## src/rtl/tdm_ag_pkg.sv

```systemverilog
package tdm_ag_pkg;

  typedef enum logic [1:0] {
    RATE_2M   = 2'd0,
    RATE_4M   = 2'd1,
    RATE_8M   = 2'd2,
    RATE_8M_B = 2'd3
  } rate_e;

  typedef enum logic {
    DIR_TX = 1'b0,
    DIR_RX = 1'b1
  } region_e;

  function automatic logic is_fast(rate_e r);
    return (r == RATE_8M) || (r == RATE_8M_B);
  endfunction

endpackage

```

## src/rtl/tdm_ag_mode_ctl.sv

```systemverilog
module tdm_ag_mode_ctl
  import tdm_ag_pkg::*;
(
  input  logic       clk,
  input  logic       rst_n,
  input  logic [1:0] mode_in,
  output logic       rst_sync_n,
  output rate_e      rate
);

  logic [1:0] sync_q;
  logic [1:0] sync_d;
  rate_e      rate_q;
  rate_e      rate_d;
  logic       rate_en;

  // reset release synchroniser
  always_comb begin
    sync_d = {sync_q[0], 1'b1};
  end

  always_ff @(posedge clk or negedge rst_n) begin
    if (!rst_n) sync_q <= 2'b00;
    else        sync_q <= sync_d;
  end

  assign rst_sync_n = sync_q[1];

  // mode capture, only while reset is still in effect
  always_comb begin
    rate_en = !rst_sync_n;
    rate_d  = rate_e'(mode_in);
  end

  always_ff @(posedge clk) begin
    if (rate_en) rate_q <= rate_d;
  end

  assign rate = rate_q;

  // once out of reset the captured mode never moves
  assert_mode_frozen_R1: assert property (
    @(posedge clk) disable iff (!rst_sync_n)
    $past(rst_sync_n) |-> $stable(rate_q)
  );

endmodule

```

## src/rtl/tdm_ag_chan_map.sv

```systemverilog
module tdm_ag_chan_map
  import tdm_ag_pkg::*;
#(
  parameter int CH_W    = 7,
  parameter int ST_W    = 5,
  parameter int STREAMS = 24,
  parameter int OFF_W   = 11,
  parameter int RD_LEAD = 2,
  parameter int WR_LAG  = 1
) (
  input  rate_e            rate,
  input  logic             is_rd,
  input  logic [CH_W-1:0]  chan,
  input  logic [ST_W-1:0]  stream,
  output logic [OFF_W-1:0] offset,
  output logic             last_slot
);

  localparam int HALF_STREAMS = STREAMS / 2;
  localparam int CH_MAX       = (1 << CH_W) - 1;

  logic [CH_W-1:0] ch_mask;
  logic [ST_W-1:0] st_last;
  logic [CH_W-1:0] ch_shift;
  logic [CH_W-1:0] ch_eff;
  logic            fast;

  always_comb begin
    fast = is_fast(rate);
    unique case (rate)
      RATE_2M: ch_mask = CH_W'(CH_MAX >> 2);
      RATE_4M: ch_mask = CH_W'(CH_MAX >> 1);
      default: ch_mask = CH_W'(CH_MAX);
    endcase
    st_last = fast ? ST_W'(HALF_STREAMS - 1) : ST_W'(STREAMS - 1);

    // read leads the active channel, write trails it; wrap by mode
    ch_shift = is_rd ? (chan + CH_W'(RD_LEAD)) : (chan - CH_W'(WR_LAG));
    ch_eff   = ch_shift & ch_mask;

    if (fast) offset = OFF_W'(ch_eff) * OFF_W'(HALF_STREAMS) + OFF_W'(stream);
    else      offset = OFF_W'(ch_eff) * OFF_W'(STREAMS) + OFF_W'(stream);

    last_slot = (ch_eff == ch_mask) && (stream == st_last);
  end

endmodule

```

## src/rtl/tdm_ag_blk_flags.sv

```systemverilog
module tdm_ag_blk_flags (
  input  logic       clk,
  input  logic       rst_n,
  input  logic       frame_sync,
  input  logic       xfer_vld,
  input  logic       is_rd,
  input  logic       last_slot,
  output logic       accept,
  output logic [1:0] flags      // [0] read side, [1] write side
);

  logic       synced_q;
  logic       synced_d;
  logic [1:0] flag_q;

  always_comb begin
    synced_d = synced_q | frame_sync;
    accept   = synced_q & xfer_vld;
  end

  always_ff @(posedge clk or negedge rst_n) begin
    if (!rst_n) synced_q <= 1'b0;
    else        synced_q <= synced_d;
  end

  for (genvar d = 0; d < 2; d++) begin : g_side
    logic side_hit;
    logic flag_d;

    always_comb begin
      side_hit = accept && (is_rd == (d == 0)) && last_slot;
      flag_d   = flag_q[d] ^ side_hit;
    end

    always_ff @(posedge clk or negedge rst_n) begin
      if (!rst_n) flag_q[d] <= 1'b0;
      else        flag_q[d] <= flag_d;
    end

    // a flag moves only after the last slot of its own direction
    assert_flag_on_last_R9_R10: assert property (
      @(posedge clk) disable iff (!rst_n)
      !$stable(flag_q[d]) |-> $past(accept && last_slot && (is_rd == (d == 0)))
    );
  end

  // nothing is taken before the first sync pulse
  assert_no_accept_unsynced_R3: assert property (
    @(posedge clk) disable iff (!rst_n)
    !synced_q |-> !accept
  );

  assign flags = flag_q;

endmodule

```

## src/rtl/tdm_dbuf_addr_gen.sv

```systemverilog
module tdm_dbuf_addr_gen
  import tdm_ag_pkg::*;
#(
  parameter int ADDR_W  = 13,
  parameter int CH_W    = 7,
  parameter int ST_W    = 5,
  parameter int STREAMS = 24
) (
  input  logic              clk,
  input  logic              rst_n,
  input  logic [1:0]        rate_mode,
  input  logic              frame_sync,
  input  logic              xfer_vld,
  input  logic              xfer_is_rd,
  input  logic [CH_W-1:0]   active_chan,
  input  logic [ST_W-1:0]   stream_sel,
  output logic [ADDR_W-1:0] mem_addr,
  output logic              rd_block,
  output logic              wr_block
);

  localparam int OFF_W = ADDR_W - 2;

  logic              rst_sync_n;
  rate_e             rate;
  logic [OFF_W-1:0]  offset;
  logic              last_slot;
  logic              accept;
  logic [1:0]        flags;
  logic              blk;
  region_e           dir;
  logic [ADDR_W-1:0] addr_d;
  logic [ADDR_W-1:0] addr_q;

  tdm_ag_mode_ctl u_mode (
    .clk        (clk),
    .rst_n      (rst_n),
    .mode_in    (rate_mode),
    .rst_sync_n (rst_sync_n),
    .rate       (rate)
  );

  tdm_ag_chan_map #(
    .CH_W    (CH_W),
    .ST_W    (ST_W),
    .STREAMS (STREAMS),
    .OFF_W   (OFF_W)
  ) u_map (
    .rate      (rate),
    .is_rd     (xfer_is_rd),
    .chan      (active_chan),
    .stream    (stream_sel),
    .offset    (offset),
    .last_slot (last_slot)
  );

  tdm_ag_blk_flags u_flags (
    .clk        (clk),
    .rst_n      (rst_sync_n),
    .frame_sync (frame_sync),
    .xfer_vld   (xfer_vld),
    .is_rd      (xfer_is_rd),
    .last_slot  (last_slot),
    .accept     (accept),
    .flags      (flags)
  );

  // next address
  always_comb begin
    blk = xfer_is_rd ? flags[0] : flags[1];
    dir = xfer_is_rd ? DIR_TX : DIR_RX;
    if (rate == RATE_2M) addr_d = {1'b0, blk, dir, offset[OFF_W-2:0]};
    else                 addr_d = {blk, dir, offset};
  end

  always_ff @(posedge clk or negedge rst_sync_n) begin
    if (!rst_sync_n)  addr_q <= '0;
    else if (accept)  addr_q <= addr_d;
  end

  assign mem_addr = addr_q;
  assign rd_block = flags[0];
  assign wr_block = flags[1];

  // the top bit is unused in the slow mode
  assert_top_bit_low_R7: assert property (
    @(posedge clk) disable iff (!rst_sync_n)
    (rate == RATE_2M) |-> !mem_addr[ADDR_W-1]
  );

  // no accepted transfer, no address change
  assert_addr_hold_R11: assert property (
    @(posedge clk) disable iff (!rst_sync_n)
    !accept |=> $stable(mem_addr)
  );

  // direction bit follows the transfer kind in the wide layout
  assert_dir_bit_R8: assert property (
    @(posedge clk) disable iff (!rst_sync_n)
    (accept && rate != RATE_2M) |=> (mem_addr[ADDR_W-2] == !$past(xfer_is_rd))
  );

endmodule

```

## config.mk

```make
export PLATFORM = sky130hd
export DESIGN_NAME = tdm_dbuf_addr_gen
export DESIGN_NICKNAME = d
export VERILOG_FILES = /design/src/rtl/tdm_ag_pkg.sv /design/src/rtl/tdm_ag_mode_ctl.sv /design/src/rtl/tdm_ag_chan_map.sv /design/src/rtl/tdm_ag_blk_flags.sv /design/src/rtl/tdm_dbuf_addr_gen.sv
export SDC_FILE = /design/constraint.sdc
export NUM_CORES = 1
export LEC_CHECK = 0
export BUFFER_PORTS_ARGS = -buffer_cell sky130_fd_sc_hd__buf_4
export CAP_MARGIN = 20
export CORE_MARGIN = 5
export CORE_UTILIZATION = 30
export CTS_CLUSTER_DIAMETER = 30
export DETAILED_ROUTE_END_ITERATION = 7
export GPL_ROUTABILITY_DRIVEN = 0
export GPL_TIMING_DRIVEN = 0
export PLACE_DENSITY = 0.56
export SYNTH_ARGS = -nofsm -noshare
export SYNTH_HDL_FRONTEND = slang
export SYNTH_SLANG_ARGS = --single-unit
export TNS_END_PERCENT = 10
```

## constraint.sdc

```tcl
create_clock -name clk -period 0.8 [get_ports clk]
set_input_delay 0.08 -clock clk [delete_from_list [all_inputs] [get_ports clk]]
set_output_delay 0.08 -clock clk [all_outputs]
set_load 0.005 [all_outputs]
```

==> impl_metrics.sql, run 1 <==
INSERT INTO impl_metrics (metric_group, metric, value, unit) VALUES
('timing', 'max_freq', '403', 'MHz'),
('setup_path', 'rr_worst_depth', '11', ''),
('clock_tree', 'cts_inserted_buffers', '3', ''),
('placed_design', 'total_half_perimeter_wirelength_after_legalization_and_detailed_placement', '3370', 'µm'),
('setup_path', 'worst_path_max_delay_cell', 'or4b_4', ''),
('floorplanning', 'initial_utilization', '30.3', '%'),
('worst_hold_path', 'hold_path_class', 'input pin to register', ''),
('timing', 'tns', '-15150', 'ps'),
('detailed_routing', 'drtIter0Drc', '68', ''),
('setup_path', 'critical_path_required', '960', 'ps'),
('setup_path', 'worst-path-buf-inv', '3', ''),
('setup_path', 'cell_occurring_most_often_along_the_worst_timing_path', 'ha_4', ''),
('timing', 'finalCritPeriodShare', '310', '%'),
('detailed_routing', 'drtPass1Iterations', '4', ''),
('setup_path', 'critPathArrivalTime', '2640', 'ps'),
('timing', 'whs', '13.8', 'ps'),
('timing', 'rsz_0062_raised_after_global_routing', 'true', ''),
('detailed_routing', 'drc', '0', ''),
('yosys', 'yosysSeqAreaShare', '28.9', '%'),
('cells_and_area', 'design.final.nets', '301', ''),
('global_routing', 'via_count_of_the_first_global_routing_pass', '1869', ''),
('clock_tree', 'cts_tree', 'yes', ''),
('yosys', 'post_synth_instance_area', '1760', 'µm²'),
('yosys', 'synthArstFlopShare', '90.0', '%'),
('timing', 'post-route-worst-setup-slack', '-1680', 'ps'),
('cells_and_area', 'syn2layout_area_growth', '68.8', '%'),
('setup_path', 'critical_path.top_delay_family', 'simple AND/OR/NAND/NOR gates', ''),
('global_routing', 'pin_count_of_the_biggest_net_entering_global_routing', '18', ''),
('cells_and_area', 'layout-drive-gt1-share', '50.2', '%'),
('cells_and_area', 'layout.cells.most_common', 'buf_4', ''),
('cells_and_area', 'antennaDiodeCount', '0', ''),
('timing', 'timing.clock.skew', '2.41', 'ps'),
('outcome', 'status', 'finished with violations', ''),
('clock_tree', 'clock_path_buffers', '2', ''),
('floorplanning', 'core', '5820', 'µm²'),
('worst_hold_path', 'hold_path_depth', '2', ''),
('setup_path', 'path_class', 'input pin to register', ''),
('global_routing', 'grtUsageTotal', '14.9', '%'),
('global_routing', 'grt-ovfl-total', '0', ''),
('clock_tree', 'worstSkewPairLatency', '260', 'ps'),
('detailed_routing', 'avgViaCountPerCell', '4.98', ''),
('setup_path', 'worstPathCellList', 'buf_12 -> inv_16 -> ha_4 -> or4b_4 -> o22ai_4 -> mux2i_4 -> ha_4 -> inv_4 -> nand2_4 -> o21a_4 -> xor2_2 -> nor3_2 -> xnor2_1 -> a221o_1', ''),
('detailed_routing', 'routed-via-count', '1673', ''),
('floorplanning', 'rows', '28', ''),
('power_and_ir_drop', 'power_leakage', '1.26', 'nW'),
('yosys', 'synth_cells', '198', ''),
('yosys', 'avg_inst_size_synth', '8.91', 'µm²'),
('yosys', 'post_synth_net_total', '237', ''),
('setup_path', 'max_stage_delay', '490', 'ps'),
('timing', 'period_minus_slack', '2480', 'ps'),
('yosys', 'synth_edf_count', '2', ''),
('yosys', 'yosys_warnings', '0', ''),
('flow_run', 'drv_cap', '0', ''),
('floorplanning', 'die_span_x', '86.7', 'µm'),
('yosys', 'post_synth_num_cell_types', '44', ''),
('setup_path', 'crit_path_max_fanout', '4', ''),
('floorplanning', 'die_area', '7510', 'µm²'),
('outcome', 'violated_checks', 'negative setup slack', ''),
('floorplanning', 'die_h', '86.7', 'µm'),
('yosys', 'synth_top_flop_cell', 'dfrtp_1', ''),
('floorplanning', 'io-pin-count', '34', ''),
('setup_path', 'stages_on_the_worst_setup_path', '14', ''),
('detailed_routing', 'wirelength', '5070', 'µm'),
('clock_tree', 'clkSlewWorstSetupHoldPaths', '80', 'ps'),
('clock_tree', 'clkSinkCount', '20', ''),
('placed_design', 'count_of_buffers_inserted_at_the_top_level_ports', '33', ''),
('setup_path', 'worst_setup_path_end_kind', 'register', ''),
('timing', 'slew_viol_final', '0', ''),
('timing', 'finalHoldViolCount', '0', ''),
('power_and_ir_drop', 'vdd_drop_max', '1.12', 'mV'),
('clock_tree', 'cts_root_buffer', 'clkbuf_8', ''),
('clock_tree', 'h_tree_depth', '1', ''),
('yosys', 'synth_seq_cells', '20', ''),
('global_routing', 'grt_first_pass_wirelength', '8960', 'µm'),
('timing', 'setup_viol', '32', ''),
('global_routing', 'grt_antenna_before_repair', '0', ''),
('setup_path', 'timing.critical_path.from_type', 'input pin', ''),
('detailed_routing', 'wl_per_cell', '15.1', 'µm'),
('detailed_routing', 'drtAntennaViolNets', '0', ''),
('power_and_ir_drop', 'p_per_area', '1810', 'nW/µm²'),
('cells_and_area', 'leading_cell_types_in_the_layout_fill_and_taps_excluded', 'buf_4 (34), nand2_1 (19), buf_6 (19)', '');
## synthesized netlist by cell type, types with 2 or more instances
master,number,area (µm²)
edfxtp_1,2,60.1
nand2_1,24,90.1
fa_1,3,60.1
nand3b_1,2,15.0
xor2_1,11,96.3
or2_2,2,12.5
a21o_1,4,30.0
mux2_2,3,33.8
xnor2_1,9,78.8
mux2i_1,7,70.1
nor3_1,10,50.1
o31ai_1,2,15.0
a31oi_1,4,25.0
dfrtp_1,18,450
a211oi_1,2,15.0
clkbuf_1,5,18.8
nand3_1,2,10.0
a21oi_1,14,70.1
nor2_1,12,45.0
nand4_1,4,25.0
o21ai_0,5,25.0
inv_1,8,30.0
o21ai_1,8,40.0
ha_1,17,213
## state kept, by name (all words and copies together) (netlist names)
| register | cells |
|---|---|
| mem_addr | 13 |
| u_mode.rate | 2 |
| u_flags.flags | 2 |
| u_mode.sync_q | 2 |
| u_flags.synced_q | 1 |
## cell families (layout without fill, tap and decap cells)
| family | after synthesis | count (layout) | synth area share (%) |
|---|---|---|---|
| AO/OA/AOI/OAI | 46 | 46 | 16.8 |
| XOR/XNOR | 21 | 21 | 10.9 |
| adder cells (fa/ha/maj) | 20 | 20 | 15.5 |
| buffers and inverters | 13 | 76 | 2.77 |
| flip-flops | 20 | 20 | 28.9 |
| multiplexers | 10 | 10 | 5.89 |
| other | 1 | 1 | 0.213 |
| AND/OR/NAND/NOR | 67 | 67 | 19.1 |
## final timing paths
path	start	endpoint	slack, ps
setup / recovery	active_chan[1]	mem_addr[10]$_DFFE_PN0P_	-1680
hold reg to reg	u_mode.sync_q[1]$_DFF_PN0_	mem_addr[3]$_DFFE_PN0P_	200
min in group asynchronous	rst_n	u_mode.sync_q[1]$_DFF_PN0_	130
setup reg to reg	u_mode.rate[1]$_DFFE_PN_	mem_addr[10]$_DFFE_PN0P_	-1620
hold / removal	frame_sync	u_flags.synced_q$_DFF_PN0_	10
max in group asynchronous	u_mode.sync_q[1]$_DFF_PN0_	u_flags.flags[1]$_DFF_PN0_	370
## routing by layer
layer  vias to the layer above  global-route usage, %  share of wire (%)
met5                         -                      0                  0
met4                         0                   4.82                2.9
met3                        17                   3.23                5.3
met2                        45                   25.5                 49
met1                       776                   18.7                 42
li1                        835                      -                  -
## final cells by class
type / count / area [µm²]
Multi-Input combinational cell: 165 / 1620
Sequential cell: 20 / 515
Clock buffer: 4 / 66.3
Fill cell: 513 / 2840
Inverter: 8 / 51.3
Timing Repair Buffer: 59 / 559
Tap cell: 75 / 93.8
Buffer: 5 / 75.1
## worst register-to-register path, stage by stage (launching register included)
cell and delay (ps):
edfxtp_1 440, clkbuf_8 180, buf_8 140, o21ai_4 140, inv_2 80, ha_4 340, nand2_4 80, o21a_4 210
xor2_2 160, nor3_2 180, xnor2_1 80, a221o_1 290
## per-stage QoR
step                total power, mW  instance area (µm²)  cells  utilization, %  setup WS (ps)
finish                         5.40                 2980    336            51.2          -1680
global route                   5.77                 2980    336            51.2          -1770
CTS                            5.36                 2950    335            50.7          -1680
detailed placement             3.27                 2180    306            37.6          -2400
global placement               3.25                 2180    306            37.6          -2380
floorplan                      2.66                 1840    198               -          -1870
## report_power, final
group	internal [mW]	switching [mW]
registers	1.19	0.139
logic	1.72	1.44
clock network	0.543	0.372
## what timing repair did
action / CTS / global route
endpoints found under the setup margin: 49 / 33
pin swaps: 32 / 10
hold endpoints to repair: 4 / 0
buffers inserted: 22 / 1
hold buffers: 3 / 0
resized for setup: 101 / 7
No activity file was read; power rests on OpenSTA's default activity.
==> inputs of run 2 (changes only) <==
--- a/config.mk
+++ b/config.mk
@@ -14,6 +14,7 @@
 export GPL_ROUTABILITY_DRIVEN = 0
 export GPL_TIMING_DRIVEN = 0
 export PLACE_DENSITY = 0.56
+export REMOVE_ABC_BUFFERS = 1
 export SYNTH_ARGS = -nofsm -noshare
 export SYNTH_HDL_FRONTEND = slang
 export SYNTH_SLANG_ARGS = --single-unit
==> run 2 against run 1 <==
  * The flow still finishes with violations (negative setup slack)
  * Via count decreased by 3.3%
  * Die area unchanged
  * Sequential share of layout area increased by 0.61 points
  * Global-route usage down 2.7 points
  * Clock power rose by 13%
  * Sequential power about the same
  * Non-clock buffer count decreased by 7
  * Critical path type unchanged
==> impl_metrics.sql, run 2 (synthesis results as in run 1) <==
INSERT INTO impl_metrics (metric_group, metric, value, unit) VALUES
('outcome', 'status', 'finished with violations', ''),
('outcome', 'violated_checks', 'negative setup slack', ''),
('power_and_ir_drop', 'vdd_drop_max', '1.03', 'mV'),
('timing', 'setup_viol', '33', ''),
('cells_and_area', 'fin_cells', '329', ''),
('power_and_ir_drop', 'part_of_the_power_in_combinational_logic', '54.9', '%'),
('worst_hold_path', 'hold_path_class', 'input pin to register', ''),
('detailed_routing', 'drc', '0', ''),
('power_and_ir_drop', 'power_leakage', '1.21', 'nW'),
('detailed_routing', 'routed-via-count', '1618', ''),
('setup_path', 'critical_path_required', '940', 'ps'),
('setup_path', 'cell_occurring_most_often_along_the_worst_timing_path', 'ha_4', ''),
('cells_and_area', 'syn2layout_area_growth', '63.4', '%'),
('cells_and_area', 'largest_register_ff_count', '13', ''),
('cells_and_area', 'final_util', '49.6', '%'),
('setup_path', 'worst_path_max_delay_cell', 'or4b_4', ''),
('timing', 'post-route-worst-setup-slack', '-1690', 'ps'),
('power_and_ir_drop', 'p_per_area', '1800', 'nW/µm²'),
('flow_run', 'drv_cap', '0', ''),
('placed_design', 'total_half_perimeter_wirelength_after_legalization_and_detailed_placement', '2940', 'µm'),
('timing', 'slew_viol_final', '0', ''),
('cells_and_area', 'leading_cell_types_in_the_layout_fill_and_taps_excluded', 'buf_4 (32), nand2_1 (20), buf_6 (19)', ''),
('power_and_ir_drop', 'power.switching_fraction', '34.9', '%'),
('worst_hold_path', 'hold_path_depth', '2', ''),
('cells_and_area', 'layout.cells.most_common', 'buf_4', ''),
('detailed_routing', 'avgViaCountPerCell', '4.92', ''),
('power_and_ir_drop', 'power.share.clock', '19.7', '%'),
('clock_tree', 'clkSinkCount', '20', ''),
('floorplanning', 'core', '5820', 'µm²'),
('setup_path', 'worstPathCellList', 'buf_12 -> inv_8 -> ha_4 -> or4b_4 -> nand2_2 -> xor2_4 -> ha_4 -> a21oi_4 -> xnor2_4 -> nand3_2 -> nor3_2 -> xnor2_1 -> a221o_1', ''),
('detailed_routing', 'drtIter0Drc', '42', ''),
('placed_design', 'place.detailed.instances', '301', ''),
('power_and_ir_drop', 'cellInternalPower', '3.38', 'mW'),
('power_and_ir_drop', 'power.net_switching', '1.82', 'mW'),
('floorplanning', 'die_h', '86.7', 'µm'),
('timing', 'period_minus_slack', '2490', 'ps'),
('timing', 'max_freq', '401', 'MHz'),
('global_routing', 'grt_antenna_before_repair', '0', ''),
('detailed_routing', 'drtPass1Iterations', '4', ''),
('detailed_routing', 'wirelength', '4570', 'µm'),
('setup_path', 'crit-reg2reg-launch', 'u_mode.rate[0]$_DFFE_PN_', ''),
('clock_tree', 'h_tree_depth', '1', ''),
('setup_path', 'max_stage_delay', '480', 'ps'),
('setup_path', 'path_class', 'input pin to register', ''),
('detailed_routing', 'wl_per_cell', '13.9', 'µm'),
('setup_path', 'critPathArrivalTime', '2630', 'ps'),
('floorplanning', 'rows', '28', ''),
('worst_hold_path', 'worst_hold_path.endpoint', 'u_flags.synced_q$_DFF_PN0_', ''),
('power_and_ir_drop', 'part_of_the_total_power_dissipated_in_sequential_elements', '25.4', '%'),
('timing', 'finalCritPeriodShare', '311', '%'),
('timing', 'rsz_0062_raised_after_global_routing', 'true', ''),
('cells_and_area', 'design.final.nets', '294', ''),
('cells_and_area', 'antennaDiodeCount', '0', ''),
('timing', 'timing.clock.skew', '9.43', 'ps'),
('setup_path', 'timing.rr.end', 'mem_addr[10]$_DFFE_PN0P_', ''),
('setup_path', 'worst-r2r-setup-slack', '-1660', 'ps'),
('cells_and_area', 'layout-drive-gt1-share', '48.0', '%'),
('clock_tree', 'clock_path_buffers', '2', ''),
('placed_design', 'placedInstanceArea', '2090', 'µm²'),
('global_routing', 'grt_first_pass_wirelength', '7410', 'µm'),
('clock_tree', 'clkSlewWorstSetupHoldPaths', '70', 'ps'),
('setup_path', 'timing.critical_path.from_type', 'input pin', ''),
('clock_tree', 'cts_tree', 'yes', ''),
('setup_path', 'rr_worst_depth', '9', ''),
('global_routing', 'pin_count_of_the_biggest_net_entering_global_routing', '25', ''),
('clock_tree', 'cts_inserted_buffers', '3', ''),
('timing', 'finalHoldViolCount', '0', ''),
('global_routing', 'grtUsageTotal', '12.2', '%'),
('detailed_routing', 'drtAntennaViolNets', '0', ''),
('floorplanning', 'die_area', '7510', 'µm²'),
('setup_path', 'worst_setup_path_end_kind', 'register', ''),
('floorplanning', 'io-pin-count', '34', ''),
('placed_design', 'count_of_buffers_inserted_at_the_top_level_ports', '33', ''),
('cells_and_area', 'area_of_all_placed_cells_without_fillers', '2880', 'µm²'),
('global_routing', 'via_count_of_the_first_global_routing_pass', '1614', ''),
('floorplanning', 'die_span_x', '86.7', 'µm'),
('clock_tree', 'cts_root_buffer', 'clkbuf_8', ''),
('setup_path', 'crit_path_max_fanout', '5', ''),
('global_routing', 'grt-ovfl-total', '0', ''),
('clock_tree', 'worstSkewPairLatency', '260', 'ps'),
('floorplanning', 'initial_utilization', '30.3', '%'),
('worst_hold_path', 'timing.hold.worst.start', 'frame_sync', '');
run 2: cell types whose count changed in the layout (fill, tap and decap cells not counted), sizes merged:
| cell | before | now |
|---|---|---|
| buf | 57 | 54 |
| bufinv | 0 | 1 |
| clkbuf | 8 | 3 |
run 2: power by group through the flow:
stage          clock (mW)  sequential, mW  combinational (mW)
5_1_grt              1.10            1.36                3.12
6_report             1.03            1.32                2.85
4_1_cts              1.06            1.33                2.36
3_5_place_dp            0            1.33                1.83
3_3_place_gp            0            1.33                1.82
2_1_floorplan           0            1.33                1.26
run 2: final cells by class:
cell class	count	area (µm²)
Tap cell	75	93.8
Sequential cell	20	517
Multi-Input combinational cell	165	1610
Clock inverter	1	30.0
Fill cell	543	2930
Inverter	8	42.5
Clock buffer	3	41.3
Timing Repair Buffer	57	544
run 2: worst max-delay path by stage:
stage | from | end | slack [ps]
after global routing | active_chan[0] | mem_addr[10]$_DFFE_PN0P_ | -1800
final | active_chan[1] | mem_addr[10]$_DFFE_PN0P_ | -1690
after CTS | active_chan[1] | mem_addr[10]$_DFFE_PN0P_ | -1730
after detailed placement | active_chan[1] | mem_addr[10]$_DFFE_PN0P_ | -2500
after floorplan | active_chan[1] | mem_addr[10]$_DFFE_PN0P_ | -2030
after global placement | active_chan[1] | mem_addr[10]$_DFFE_PN0P_ | -2470
run 2: stage by stage:
| stage | total power, mW | setup TNS [ps] | setup slack (ps) | hold WS, ps |
|---|---|---|---|---|
| global route | 5.57 | -17440 | -1800 | 12.4 |
| CTS | 4.75 | -16300 | -1730 | 6.14 |
| floorplan | 2.58 | -17700 | -2030 | -216 |
| detailed placement | 3.16 | -23900 | -2500 | -136 |
| global placement | 3.14 | -23870 | -2470 | -137 |
| finish | 5.20 | -15510 | -1690 | 21.9 |
run 2: repair_timing:
item	CTS	global route
cloned	0	0
hold buffers	3	0
buffers inserted	13	8
endpoints found under the hold margin	4	0
gates resized for setup	75	38
pin swaps	13	16
setup endpoints to repair	48	33
run 2: layer usage:
| layer | up-vias | routed length, µm | GRT usage, % |
|---|---|---|---|
| met4 | 0 | 71 | 3.82 |
| met2 | 27 | 2480 | 22.5 |
| met5 | - | 0 | 0 |
| li1 | 816 | - | - |
| met1 | 769 | 1880 | 14.9 |
| met3 | 6 | 139 | 1.24 |
run 2: critical path, delay by kind of cell:
| family | cells | cell delay, ps |
|---|---|---|
| AO/OA/AOI/OAI | 2 | 580 |
| XOR/XNOR | 3 | 490 |
| adder cells (fa/ha/maj) | 2 | 380 |
| buffers and inverters | 2 | 160 |
| AND/OR/NAND/NOR | 4 | 940 |
